`config.mk`:
```
export PLATFORM = sky130hd
export DESIGN_NAME = ns_time_accum
export DESIGN_NICKNAME = d
export VERILOG_FILES = /design/src/rtl/nsacc_pkg.sv /design/src/rtl/nsacc_const_div.sv /design/src/rtl/nsacc_rate_ctrl.sv /design/src/rtl/nsacc_time_accum.sv /design/src/rtl/ns_time_accum.sv
export SDC_FILE = /design/constraint.sdc
export NUM_CORES = 2
export LEC_CHECK = 0
export BUFFER_PORTS_ARGS = -buffer_cell sky130_fd_sc_hd__buf_2
export CORE_ASPECT_RATIO = 2
export CORE_MARGIN = 2
export CORE_UTILIZATION = 59
export DETAILED_ROUTE_END_ITERATION = 10
export GPL_ROUTABILITY_DRIVEN = 1
export PLACE_DENSITY = 0.76
export SYNTH_ARGS = -nofsm -noshare
export SYNTH_HDL_FRONTEND = slang
export SYNTH_SLANG_ARGS = --single-unit
```
`constraint.sdc`:
```
create_clock -name clk -period 17 [get_ports clk]
set_input_delay 1.7 -clock clk [delete_from_list [all_inputs] [get_ports clk]]
set_output_delay 1.7 -clock clk [all_outputs]
set_load 0.05 [all_outputs]
```
`src/rtl/nsacc_pkg.sv`:
```
`timescale 1ns/1ps
// Package: shared widths and build-time constants for the nanosecond accumulator.
// Assumes the raw count and the multiplier are both 32 bits wide.
package nsacc_pkg;
    localparam int RAW_W  = 32;
    localparam int FRAC_W = 28;
    localparam int MULT_W = 32;
    localparam int TIME_W = 64;
    localparam int ACC_W  = TIME_W + FRAC_W;
    localparam int ADJ_W  = 32;
    localparam int LIMIT_PPM = 1000;
    localparam logic [ADJ_W-1:0] ADJ_LIMIT = ADJ_W'(LIMIT_PPM) << 16;

    // Nominal cycles-to-ns multiplier for the selected tick
    function automatic logic [MULT_W-1:0] nominal_mult(input bit t10);
        return t10 ? (MULT_W'(10) << FRAC_W) : (MULT_W'(8) << FRAC_W);
    endfunction

    // Power-of-two numerator of the rate constant
    function automatic int num_shift(input bit t10);
        return t10 ? 7 : 9;
    endfunction

    // Odd denominator of the rate constant
    function automatic int rate_den(input bit t10);
        return t10 ? 3125 : 15625;
    endfunction
endpackage

```
`src/rtl/nsacc_const_div.sv`:
```
`timescale 1ns/1ps
// Module: restoring divider by a constant, one quotient bit per clock.
// Assumes start is only raised while busy is low, and that DEN < 2^(REM_W-1).
// done pulses for one clock once quot holds the final quotient.
module nsacc_const_div #(
    parameter int DIV_W = 41,
    parameter int REM_W = 16,
    parameter int DEN   = 15625,
    parameter int QUO_W = 32
) (
    input  logic             clk,
    input  logic             rst_n,
    input  logic             start,
    input  logic [DIV_W-1:0] dividend,
    output logic             busy,
    output logic             done,
    output logic [QUO_W-1:0] quot
);
    localparam int CNT_W = $clog2(DIV_W + 1);

    logic [DIV_W-1:0] q_sh;
    logic [REM_W-1:0] rem;
    logic [REM_W-1:0] rem_nxt;
    logic [REM_W:0]   trial;
    logic             take;
    logic [CNT_W-1:0] cnt;

    // Trial subtraction of the divisor from the shifted remainder
    always_comb begin
        trial   = {rem, q_sh[DIV_W-1]};
        take    = trial >= (REM_W+1)'(DEN);
        rem_nxt = take ? REM_W'(trial - (REM_W+1)'(DEN)) : REM_W'(trial);
    end

    // Iteration state: load on start, shift one bit per clock while busy
    always_ff @(posedge clk) begin
        if (!rst_n) begin
            busy <= 1'b0;
            done <= 1'b0;
            cnt  <= '0;
            q_sh <= '0;
            rem  <= '0;
        end else begin
            done <= 1'b0;
            if (start && !busy) begin
                q_sh <= dividend;
                rem  <= '0;
                cnt  <= CNT_W'(DIV_W);
                busy <= 1'b1;
            end else if (busy) begin
                rem  <= rem_nxt;
                q_sh <= {q_sh[DIV_W-2:0], take};
                cnt  <= cnt - 1'b1;
                if (cnt == CNT_W'(1)) begin
                    busy <= 1'b0;
                    done <= 1'b1;
                end
            end
        end
    end

    assign quot = q_sh[QUO_W-1:0];
endmodule

```
`src/rtl/nsacc_rate_ctrl.sv`:
```
`timescale 1ns/1ps
// Module: rate trim. Range-checks a signed scaled-ppm request, divides its
// magnitude by the rational constant, and rebuilds the multiplier from nominal.
// Assumes requests are strobes; a request while busy is dropped.
module nsacc_rate_ctrl
    import nsacc_pkg::*;
#(
    parameter bit TICK_10NS = 1'b0
) (
    input  logic              clk,
    input  logic              rst_n,
    input  logic              adj_valid,
    input  logic [ADJ_W-1:0]  adj_sppm,
    output logic              busy,
    output logic [MULT_W-1:0] mult
);
    localparam logic [MULT_W-1:0] NOM = nominal_mult(TICK_10NS);
    localparam int NUM_SH = num_shift(TICK_10NS);
    localparam int DEN    = rate_den(TICK_10NS);
    localparam int DIV_W  = ADJ_W + NUM_SH;

    logic [ADJ_W-1:0]  mag;
    logic              in_range;
    logic              accept;
    logic              neg_q;
    logic              div_busy;
    logic              div_done;
    logic [MULT_W-1:0] corr;
    logic [DIV_W-1:0]  dividend;

    // Magnitude of the request and range test against the limit
    always_comb begin
        mag      = adj_sppm[ADJ_W-1] ? (~adj_sppm + 1'b1) : adj_sppm;
        in_range = mag <= ADJ_LIMIT;
        dividend = DIV_W'(mag) << NUM_SH;
    end

    assign busy   = div_busy | div_done;
    assign accept = adj_valid && !busy && in_range;

    nsacc_const_div #(
        .DIV_W (DIV_W),
        .REM_W (16),
        .DEN   (DEN),
        .QUO_W (MULT_W)
    ) u_div (
        .clk      (clk),
        .rst_n    (rst_n),
        .start    (accept),
        .dividend (dividend),
        .busy     (div_busy),
        .done     (div_done),
        .quot     (corr)
    );

    // Sign capture on accept; multiplier rebuilt from nominal on completion
    always_ff @(posedge clk) begin
        if (!rst_n) begin
            neg_q <= 1'b0;
            mult  <= NOM;
        end else begin
            if (accept) begin
                neg_q <= adj_sppm[ADJ_W-1];
            end
            if (div_done) begin
                mult <= neg_q ? (NOM - corr) : (NOM + corr);
            end
        end
    end
endmodule

```
`src/rtl/nsacc_time_accum.sv`:
```
`timescale 1ns/1ps
// Module: fixed-point time accumulator. Adds the wrapped count difference
// times the multiplier every clock and keeps 28 fractional nanosecond bits.
// Assumes the raw count moves by less than 2^32 between clocks.
module nsacc_time_accum
    import nsacc_pkg::*;
(
    input  logic              clk,
    input  logic              rst_n,
    input  logic [RAW_W-1:0]  raw_cnt,
    input  logic [MULT_W-1:0] mult,
    input  logic              set_valid,
    input  logic [TIME_W-1:0] set_ns,
    input  logic              step_valid,
    input  logic [TIME_W-1:0] step_ns,
    output logic [TIME_W-1:0] now_ns
);
    logic [RAW_W-1:0]        prev_cnt;
    logic [RAW_W-1:0]        delta;
    logic [RAW_W+MULT_W-1:0] prod;
    logic [ACC_W-1:0]        step_fx;
    logic [ACC_W-1:0]        acc;

    // Wrapped count difference, its scaled value, and the fixed-point step
    always_comb begin
        delta   = raw_cnt - prev_cnt;
        prod    = (RAW_W+MULT_W)'(delta) * (RAW_W+MULT_W)'(mult);
        step_fx = step_valid ? {step_ns, {FRAC_W{1'b0}}} : '0;
    end

    // Accumulator update: a load re-references, otherwise add product and step
    always_ff @(posedge clk) begin
        if (!rst_n) begin
            acc      <= '0;
            prev_cnt <= raw_cnt;
        end else begin
            prev_cnt <= raw_cnt;
            if (set_valid) begin
                acc <= {set_ns, {FRAC_W{1'b0}}};
            end else begin
                acc <= acc + ACC_W'(prod) + step_fx;
            end
        end
    end

    assign now_ns = acc[ACC_W-1:FRAC_W];
endmodule

```
`src/rtl/ns_time_accum.sv`:
```
`timescale 1ns/1ps
// Module: top of the rate-adjustable nanosecond time accumulator.
// Joins the rate trim and the accumulator. The multiplier change and the
// accumulator update share one edge, so counts before it use the old rate.
module ns_time_accum
    import nsacc_pkg::*;
#(
    parameter bit TICK_10NS = 1'b0
) (
    input  logic              clk,
    input  logic              rst_n,
    input  logic [RAW_W-1:0]  raw_cnt,
    input  logic              set_valid,
    input  logic [TIME_W-1:0] set_ns,
    input  logic              step_valid,
    input  logic [TIME_W-1:0] step_ns,
    input  logic              adj_valid,
    input  logic [ADJ_W-1:0]  adj_sppm,
    output logic              adj_busy,
    output logic [TIME_W-1:0] now_ns
);
    logic [MULT_W-1:0] mult_q;

    nsacc_rate_ctrl #(
        .TICK_10NS (TICK_10NS)
    ) u_rate (
        .clk       (clk),
        .rst_n     (rst_n),
        .adj_valid (adj_valid),
        .adj_sppm  (adj_sppm),
        .busy      (adj_busy),
        .mult      (mult_q)
    );

    nsacc_time_accum u_acc (
        .clk        (clk),
        .rst_n      (rst_n),
        .raw_cnt    (raw_cnt),
        .mult       (mult_q),
        .set_valid  (set_valid),
        .set_ns     (set_ns),
        .step_valid (step_valid),
        .step_ns    (step_ns),
        .now_ns     (now_ns)
    );
endmodule

```
==> metrics.cfg <==
[outcome]
outcome = completed

[global_route]
track_usage = 0.347
first_global_vias = 43400
antenna_found_initial = 3
overflow = 0
grt_max_degree = 65
grt_pass1_wl_microns = 234000

[die]
io-pin-count = 262
dieArea_sq_um = 87200
start_util = 0.593
die_y_microns = 416
fp.dieW_microns = 210
rows = 151
core-area_sq_um = 84300

[yosys]
synth_top_area_frac = 0.402
ys_top_cells_by_area = fa_1 40%, ha_1 9.5%, dfxtp_1 8.9%, inv_1 8.6%, nand2_1 5.8%
synth_area_sq_um = 50000
synthXorXnorAreaFrac = 0.0319
yosysWarnings = 0
synth_cell_types = 74
yosysTopAreaCell = fa_1
synthAdderAreaFrac = 0.496
synth_top_family_by_area = adder cells
synthTopCellsByCount = 1147 x inv_1, 1002 x fa_1, 769 x nand2_1
synth_nets = 7340
synthesis.instances = 5762
yosysMostFrequentCell = inv_1
synth_edf_count = 0
synth_seq_cells = 222
synthArstFlopShare = 0
synth_compound_area_frac = 0.0801
avgSynthCellArea_sq_um = 8.67
ys_seq_area_frac = 0.0890
ys.flop_type = dfxtp_1
yosys.area_share.simple = 0.174
synth.area.mux_share = 0.00686

[critical_path]
cp_slowest_stage_delay_ns = 0.66
cp.required_ns = 17.47
ff2ff_path_depth = 38
crit_end = u_acc.acc[86]
crit_type = input pin to register
crit_path_end_kind = register
reg2reg_from = u_acc.prev_cnt[0]
path_max_fanout = 32
r2r_slack_ns = 5.00
cp.arrival_ns = 13.43
cp_slowest_cell = o41ai_1
startpoint = raw_cnt[0]
start_kind = input pin
regToRegEndpoint = u_acc.acc[86]
cp_common_cell = fa_1

[clock_network]
postCtsResizedCells = 0
cts_max_path_buffers = 3
tritoncts = built
clk_pin_slew_ns = 0.06
cts_setup_buffers = 0
cts_made_buffers = 26
htreeDepth = 1
cts_root_buffer = clkbuf_16
clock-sinks = 222
clock_latency_ns = 0.59
postCtsHoldBufs = 0

[drt]
vias = 40000
antenna_left = 0
dr.pass1.iters = 6
routedWlPerCell_microns = 21.6
routed_wl_microns = 147000
drc = 0
initialDrtViolationCount = 2650
via_per_inst = 5.87

[finish]
layout-drive-gt1-share = 0.0766
nFillCells = 7230
fin_area_sq_um = 52500
fin_nets = 7299
fin_util = 0.623
area_delta_synth_final_pct = 5.10

[sta]
finalSetupTns_ns = 0
slew_viol_final = 0
rsz0062_at_grt = false
finClkSkew_ns = 0.0272
hold_slack_ns = 0.464
setup_violations = 0
tightest_slew_ns = 1.13
post-route-period-util = 0.763
min_period_ns = 12.97
final-hold-violation-count = 0
fmax_mhz = 77.1
slew_headroom = 0.246
worst_slack_ns = 4.03

[power_and_ir_drop]
ir_drop_mv = 0.106
leakage_nw = 25.6
p_per_area_nw_per_um2 = 68.1

[placement]
placed_area_sq_um = 51500
gp_congestion = 1.02
port_buffers = 261
post-place-ws_ns = 3.55
hpwl_microns = 116000

[run]
cap_violations = 0

[worst_hold_path]
hp-class = register to register

[metal layers]
layer | GRT usage | share of wire | up-vias
li1 | - | - | 17400
met5 | 0 | 0 | -
met3 | 0.0489 | 0.073 | 630
met4 | 0.224 | 0.078 | 0
met1 | 0.405 | 0.36 | 20000
met2 | 0.597 | 0.49 | 1913
[layout make-up]
type                            instances  area [sq um]  area share
Clock buffer                           30           707      0.0135
Multi-Input combinational cell       4002         39700       0.756
Inverter                             1148          4310      0.0821
Timing Repair Buffer                  321          1760      0.0335
Tap cell                             1071          1340      0.0255
Clock inverter                         18           246     0.00469
Sequential cell                       222          4470      0.0851
Antenna cell                            1          2.50   0.0000477
[power breakdown]
part / total, W / switching [W] / leakage (nW) / internal [W]
logic: 0.00232 / 0.00160 / 23.3 / 0.000717
registers: 0.000619 / 0.0000515 / 1.83 / 0.000568
clock network: 0.000637 / 0.000261 / 0.452 / 0.000376
[placed cells by master (no fill, tap or decap), types with 17 or more instances in the layout]
| master | instances |
|---|---|
| a211oi_1 | 56 |
| a21o_1 | 45 |
| a21oi_1 | 163 |
| a31oi_1 | 26 |
| and2_1 | 456 |
| and3_1 | 20 |
| buf_2 | 261 |
| buf_4 | 60 |
| clkbuf_16 | 27 |
| dfxtp_1 | 204 |
| dfxtp_2 | 17 |
| fa_1 | 1002 |
| ha_1 | 379 |
| inv_1 | 1147 |
| mux2i_1 | 32 |
| nand2_1 | 768 |
| nand2b_1 | 33 |
| nand3_1 | 55 |
| nand4_1 | 36 |
| nand4b_1 | 17 |
| nor2_1 | 220 |
| nor2b_1 | 67 |
| nor3_1 | 25 |
| nor4_1 | 24 |
| o211ai_1 | 18 |
| o21ai_0 | 133 |
| o21bai_1 | 17 |
| o31ai_1 | 36 |
| or3_1 | 22 |
| xnor2_1 | 70 |
| xnor2_2 | 21 |
| xor2_1 | 84 |
[cells by family (layout without fill, tap and decap cells)]
| family | Yosys count | count (layout) |
|---|---|---|
| xor+xnor | 182 | 182 |
| fa+ha+maj | 1381 | 1381 |
| mux | 34 | 34 |
| compound gates | 617 | 617 |
| other cells | 0 | 1 |
| buf+inv | 1538 | 1517 |
| simple gates | 1788 | 1788 |
| flops | 222 | 222 |
[sequential cells by signal, summed over array words and instances (netlist names), 6 cells and up]
signal / cells
u_rate.u_div.rem: 16
u_acc.prev_cnt: 32
u_rate.u_div.cnt: 6
u_acc.acc: 92
u_rate.mult: 32
u_rate.u_div.q_sh: 41
[worst min-delay path by stage]
stage,startpoint,to,slack (ns),cells past startpoint
6_report,u_rate.u_div.q_sh[38],u_rate.u_div.q_sh[39],0.46,2
5_1_grt,u_rate.u_div.q_sh[38],u_rate.u_div.q_sh[39],0.51,2
4_1_cts,u_rate.u_div.q_sh[38],u_rate.u_div.q_sh[39],0.47,2
3_5_place_dp,u_rate.u_div.q_sh[34],u_rate.u_div.q_sh[35],0.46,2
3_3_place_gp,u_rate.u_div.q_sh[36],u_rate.u_div.q_sh[37],0.45,2
2_1_floorplan,u_rate.u_div.q_sh[36],u_rate.u_div.q_sh[37],0.44,2
[metrics by stage]
step           total power [W]  cells
5_1_grt                0.00378   6812
6_report               0.00358   6813
3_3_place_gp           0.00286   6764
2_1_floorplan          0.00216   5762
4_1_cts                0.00353   6812
3_5_place_dp           0.00288   6764
[worst max-delay path, delay by kind of cell]
kind                     cells  cell delay [ns]
XOR/XNOR                     1             0.17
AND/OR/NAND/NOR              6             0.89
AO/OA/AOI/OAI               12             4.25
buffers and inverters        9             0.99
adder cells (fa/ha/maj)     11             5.12
multiplexers                 1             0.25
No activity file was read; power rests on OpenSTA's default activity.
